## config.mk

```make
export PLATFORM = sky130hd
export DESIGN_NAME = refclk_bank
export DESIGN_NICKNAME = d
export VERILOG_FILES = /design/src/rtl/refclk_pkg.sv /design/src/rtl/refclk_ctrl_reg.sv /design/src/rtl/refclk_frac_div.sv /design/src/rtl/refclk_bank.sv
export SDC_FILE = /design/constraint.sdc
export NUM_CORES = 1
export LEC_CHECK = 0
export BUFFER_PORTS_ARGS = -buffer_cell sky130_fd_sc_hd__buf_4
export CORE_UTILIZATION = 58
export CTS_CLUSTER_DIAMETER = 30
export CTS_CLUSTER_SIZE = 10
export DETAILED_ROUTE_END_ITERATION = 8
export PLACE_DENSITY = 0.91
export SLEW_MARGIN = 20
export SYNTH_ARGS = -nofsm -noshare
export SYNTH_HDL_FRONTEND = slang
export SYNTH_SLANG_ARGS = --single-unit
```

## constraint.sdc

```tcl
create_clock -name clk -period 3.45 [get_ports clk]
set_clock_uncertainty 0.05 [all_clocks]
set_input_delay 0.1725 -clock clk [delete_from_list [all_inputs] [get_ports clk]]
set_output_delay 0.1725 -clock clk [all_outputs]
set_load 0.01 [all_outputs]
```

## src/rtl/refclk_pkg.sv

```systemverilog
package refclk_pkg;

   // Write alias selected by wr_sel
   typedef enum logic [1:0] {
      WA_PLAIN = 2'd0,
      WA_SET   = 2'd1,
      WA_CLR   = 2'd2,
      WA_NONE  = 2'd3
   } wr_alias_e;

   localparam int unsigned RATIO_NUM = 18;

endpackage

```

## src/rtl/refclk_ctrl_reg.sv

```systemverilog
module refclk_ctrl_reg
   import refclk_pkg::*;
#(
   parameter int unsigned NUM_CH   = 4,
   parameter int unsigned LANE_W   = 8,
   parameter int unsigned FRAC_W   = 6,
   parameter int unsigned RST_FRAC = 18,
   localparam int unsigned REG_W   = NUM_CH * LANE_W
) (
   input  logic             clk,
   input  logic             rst_n,
   input  logic             wr_en,
   input  logic [1:0]       wr_sel,
   input  logic [REG_W-1:0] wr_data,
   output logic [REG_W-1:0] ctrl_q
);

   localparam int unsigned PAD_W = LANE_W - 1 - FRAC_W;

   logic [REG_W-1:0] keep_mask;
   logic [REG_W-1:0] rst_word;
   logic [REG_W-1:0] ctrl_nxt;

   // Per-byte layout: gate in the top bit, divisor in the low bits, pad bits read 0
   for (genvar l = 0; l < NUM_CH; l++) begin : g_lane
      assign keep_mask[l*LANE_W +: LANE_W] = {1'b1, {PAD_W{1'b0}}, {FRAC_W{1'b1}}};
      assign rst_word[l*LANE_W +: LANE_W]  = {1'b1, {PAD_W{1'b0}}, FRAC_W'(RST_FRAC)};
   end

   always_comb begin
      unique case (wr_alias_e'(wr_sel))
         WA_PLAIN: ctrl_nxt = wr_data & keep_mask;
         WA_SET:   ctrl_nxt = (ctrl_q | wr_data) & keep_mask;
         WA_CLR:   ctrl_nxt = ctrl_q & ~wr_data;
         default:  ctrl_nxt = ctrl_q;
      endcase
   end

   always_ff @(posedge clk or negedge rst_n) begin
      if (!rst_n) begin
         ctrl_q <= rst_word;
      end else if (wr_en) begin
         ctrl_q <= ctrl_nxt;
      end
   end

endmodule

```

## src/rtl/refclk_frac_div.sv

```systemverilog
module refclk_frac_div #(
   parameter int unsigned FRAC_W   = 6,
   parameter int unsigned ACC_W    = 6,
   parameter int unsigned NUMER    = 18,
   parameter int unsigned FRAC_MIN = 18,
   parameter int unsigned FRAC_MAX = 35
) (
   input  logic              clk,
   input  logic              rst_n,
   input  logic              gate,
   input  logic [FRAC_W-1:0] frac,
   output logic              pulse
);

   logic [ACC_W-1:0] acc_q;
   logic [ACC_W-1:0] frac_eff;
   logic [ACC_W-1:0] sum;
   logic             hit;

   // Out-of-range divisors are pulled into the legal window
   always_comb begin
      if (frac < FRAC_W'(FRAC_MIN)) begin
         frac_eff = ACC_W'(FRAC_MIN);
      end else if (frac > FRAC_W'(FRAC_MAX)) begin
         frac_eff = ACC_W'(FRAC_MAX);
      end else begin
         frac_eff = ACC_W'(frac);
      end
   end

   assign sum = acc_q + ACC_W'(NUMER);
   assign hit = (sum >= frac_eff);

   always_ff @(posedge clk or negedge rst_n) begin
      if (!rst_n) begin
         acc_q <= '0;
         pulse <= 1'b0;
      end else if (gate) begin
         pulse <= 1'b0;
      end else begin
         acc_q <= hit ? (sum - frac_eff) : sum;
         pulse <= hit;
      end
   end

endmodule

```

## src/rtl/refclk_bank.sv

```systemverilog
module refclk_bank
   import refclk_pkg::*;
#(
   parameter int unsigned NUM_CH   = 4,
   parameter int unsigned LANE_W   = 8,
   parameter int unsigned FRAC_W   = 6,
   parameter int unsigned FRAC_MIN = 18,
   parameter int unsigned FRAC_MAX = 35,
   localparam int unsigned REG_W   = NUM_CH * LANE_W
) (
   input  logic              clk,
   input  logic              rst_n,
   input  logic              wr_en,
   input  logic [1:0]        wr_sel,
   input  logic [REG_W-1:0]  wr_data,
   output logic [REG_W-1:0]  rd_data,
   output logic [NUM_CH-1:0] clk_en
);

   localparam int unsigned ACC_W = $clog2(FRAC_MAX + RATIO_NUM + 1);

   if (LANE_W < FRAC_W + 2) begin : g_bad_lane
      $error("refclk_bank: LANE_W must leave room for gate and one pad bit");
   end
   if (FRAC_MAX >= (1 << FRAC_W) || FRAC_MIN > FRAC_MAX) begin : g_bad_range
      $error("refclk_bank: divisor range does not fit FRAC_W");
   end
   if (FRAC_MIN < RATIO_NUM) begin : g_bad_min
      $error("refclk_bank: FRAC_MIN below numerator would exceed source rate");
   end

   logic [REG_W-1:0] ctrl_q;

   refclk_ctrl_reg #(
      .NUM_CH   (NUM_CH),
      .LANE_W   (LANE_W),
      .FRAC_W   (FRAC_W),
      .RST_FRAC (FRAC_MIN)
   ) u_reg (
      .clk     (clk),
      .rst_n   (rst_n),
      .wr_en   (wr_en),
      .wr_sel  (wr_sel),
      .wr_data (wr_data),
      .ctrl_q  (ctrl_q)
   );

   assign rd_data = ctrl_q;

   for (genvar c = 0; c < NUM_CH; c++) begin : g_ch
      refclk_frac_div #(
         .FRAC_W   (FRAC_W),
         .ACC_W    (ACC_W),
         .NUMER    (RATIO_NUM),
         .FRAC_MIN (FRAC_MIN),
         .FRAC_MAX (FRAC_MAX)
      ) u_div (
         .clk   (clk),
         .rst_n (rst_n),
         .gate  (ctrl_q[c*LANE_W + LANE_W - 1]),
         .frac  (ctrl_q[c*LANE_W +: FRAC_W]),
         .pulse (clk_en[c])
      );
   end

endmodule

```

==> impl_metrics.toml <==
[place]
hpwlAfterDp_mm = 8.10
routabilityCongestion = 0.895
placed_area_sq_mm = 0.00503
portBuffers = 72

[grt]
met1_usage = 0.354
grt-busiest-layer = "met2"
grt_pass1_vias = 4271
met3_usage = 0.0626
overflow = 0
grt_pass1_wl_mm = 19.5
grt_max_degree = 61
antenna_found_initial = 0
grt_use_total = 0.297
met2_usage = 0.538

[timing]
finalCritPeriodShare = 0.787
drv_slew = 0
rsz0062_at_grt = "false"
tns_ns = 0
clock.fmax_mhz = 368
finalCriticalPeriod_ns = 2.72
slew-limit-headroom = 0.316
worst_pin_slew_ns = 1.02
setup-violations-final = 0
hold_viol = 0

[yosys]
syn_area_per_cell_sq_um = 8.62
synthFlopType = "dfrtp_1"
yosys.area.top_type = "dfrtp_1"
ys_warn_count = 0
synth_cell_types = 61
ys_top_cells_by_area = "dfrtp_1 27%, a21oi_1 9.6%, ha_1 8.6%"
async_reset_ff_frac = 1.00
ys_seq_area_frac = 0.338
synth_enable_flop_cells = 0
synth_top_area_frac = 0.268
syn_inst = 521
syn_area_sq_mm = 0.00449
synth-seq-cells = 60
synthesis.nets = 593

[detailed_routing]
first_iter_violations = 267
wl_per_cell_um = 16.8
antenna_left = 0
vias_per_cell = 6.18
drcViolationCount = 0
drt_pre_antenna_iters = 7
wirelength_mm = 11.4
via_count = 4206

[die]
die_area_sq_mm = 0.00810
rows = 31
start_util = 0.609
io_pins = 73
die_width_um = 90.0
die_height_um = 90.0
fp.coreArea_sq_mm = 0.00737

[power_and_ir_drop]
power_density_mw_per_mm2 = 1120
ir_worst_vdd_mv = 0.455
p_leak_nw = 2.34

[final_layout]
nets = 649
syn_to_final_growth_pct = 16.4
finalInstanceArea_sq_mm = 0.00522
num_antenna_cells = 0
drive_above_1_share = 0.210
final_core_util = 0.709

[status]
status = "complete, no violations"

[clock_tree]
post-cts-setup-buffers = 0
cts.sinks = 60
clock_path_buffers = 2
cts_tree = "yes"
cts-htree-levels = 3
clk_latency_ns = 0.35
cts_buffers = 9
cts_resized = 0
clk_pin_slew_ns = 0.07
root_buffer = "clkbuf_8"

[worst_hold_path]
hp-class = "in -> reg"

[worst_setup_path]
crit_fanout = 6
end_kind = "register"
worstPathRequired_ns = 3.67
path_class = "reg -> reg"
start_kind = "register"
arrival_ns = 2.93

[run]
max_cap_viol_count = 0
cell type report:
type | instances | area (sq um)
clock buffers | 10 | 128
flip-flops and latches | 60 | 1520
clock inverters | 6 | 55.1
inverters | 33 | 124
well taps | 99 | 124
multi-input cells | 398 | 2710
fillers | 563 | 2150
repair buffers | 75 | 566
state kept, by name, summed over array words and instances (netlist names):
name              flops
g_ch.u_div.acc_q     24
g_ch.u_div.pulse      4
u_reg.ctrl_q         32
critical path, cell delays in order (launching register included):
cell and delay, ns:
dfstp_2 0.58, nor2b_1 0.24, o21ai_0 0.12, a21oi_1 0.26, ha_1 0.31, nor2b_1 0.16, o31a_1 0.27, a211oi_1 0.31
o21ai_0 0.14, a32oi_1 0.21
report_power, final:
| part | internal, mW | total (mW) | switching (mW) |
|---|---|---|---|
| Clock | 0.327 | 0.627 | 0.300 |
| Sequential | 0.977 | 1.23 | 0.250 |
| Combinational | 1.78 | 4.00 | 2.23 |
| Total | 3.08 | 5.86 | 2.78 |
per-layer routing:
metal	vias up	part of all wire
met5	-	0
met4	0	0.017
met3	22	0.064
met2	171	0.51
met1	2031	0.41
li1	1982	-
cell usage after synthesis, drive strengths merged, types with 3 or more instances:
| cell type | n |
|---|---|
| a21oi | 88 |
| dfrtp | 48 |
| nor2b | 35 |
| inv | 33 |
| nand2 | 32 |
| ha | 31 |
| o22ai | 31 |
| nor2 | 26 |
| o21ai | 23 |
| clkbuf | 17 |
| mux2i | 16 |
| xor2 | 14 |
| buf | 13 |
| dfstp | 12 |
| xnor2 | 10 |
| nand3 | 9 |
| a31oi | 8 |
| nand4 | 6 |
| nand2b | 5 |
| or2 | 5 |
| and2 | 4 |
| fa | 4 |
| nor3 | 4 |
| o21a | 4 |
| a211oi | 3 |
| mux2 | 3 |
| o211ai | 3 |
| o21bai | 3 |
| o31ai | 3 |
| or3 | 3 |
repair_timing:
item                                   in CTS  in global routing
hold buffers                                1                  0
endpoints found under the hold margin      48                  0
setup endpoints to repair                   0                  0
stage by stage:
stage / hold WS (ns) / power [mW] / worst slack [ns] / std cells
floorplan: -0.173 / 4.30 / 0.902 / 521
global placement: 0.238 / 4.91 / 0.839 / 664
detailed placement: 0.246 / 5.14 / 0.766 / 664
CTS: 0.0497 / 5.80 / 0.742 / 681
global route: 0.0482 / 6.34 / 0.517 / 681
finish: 0.0593 / 5.86 / 0.735 / 681
kinds of logic (layout without fill, tap and decap cells):
logic type | count (synthesis) | count (layout) | share of synthesized area
AOI/OAI and AO/OA | 182 | 182 | 0.242
and+or+nand+nor | 138 | 138 | 0.165
buffers and inverters | 63 | 124 | 0.0599
DFF | 60 | 60 | 0.338
adders and majority gates | 35 | 35 | 0.104
xor gates and xnor gates | 24 | 24 | 0.0468
muxes | 19 | 19 | 0.0440
cells in the final DEF (no fill, tap or decap), drive strengths merged, types with 5 or more instances in the layout:
| cell | count |
|---|---|
| nand2 | 32 |
| nand4 | 6 |
| nand2b | 5 |
| a21oi | 88 |
| nand3 | 9 |
| xor2 | 14 |
| dfrtp | 48 |
| dfstp | 12 |
| a31oi | 8 |
| o22ai | 31 |
| ha | 31 |
| mux2i | 16 |
| clkbuf | 10 |
| xnor2 | 10 |
| buf | 74 |
| or2 | 5 |
| nor2b | 35 |
| nor2 | 26 |
| clkinv | 5 |
| o21ai | 23 |
| inv | 33 |
final timing paths:
check                      slack (ns)                    startpoint                                 end  cells after the start
max                              0.73  u_reg.ctrl_q[20]$_DFFE_PN1P_  g_ch[2].u_div.acc_q[5]$_DFFE_PN0N_                      9
min                              0.06                    wr_data[4]         u_reg.ctrl_q[4]$_DFFE_PN1P_                      3
max reg2reg                      0.73  u_reg.ctrl_q[20]$_DFFE_PN1P_  g_ch[2].u_div.acc_q[5]$_DFFE_PN0N_                      9
min reg2reg                      0.44   u_reg.ctrl_q[6]$_DFFE_PN0P_         u_reg.ctrl_q[6]$_DFFE_PN0P_                      1
max in group asynchronous        2.46                         rst_n        u_reg.ctrl_q[10]$_DFFE_PN0P_                      2
min in group asynchronous        0.39                         rst_n  g_ch[3].u_div.acc_q[5]$_DFFE_PN0N_                      2
No activity file was read; power rests on OpenSTA's default activity.
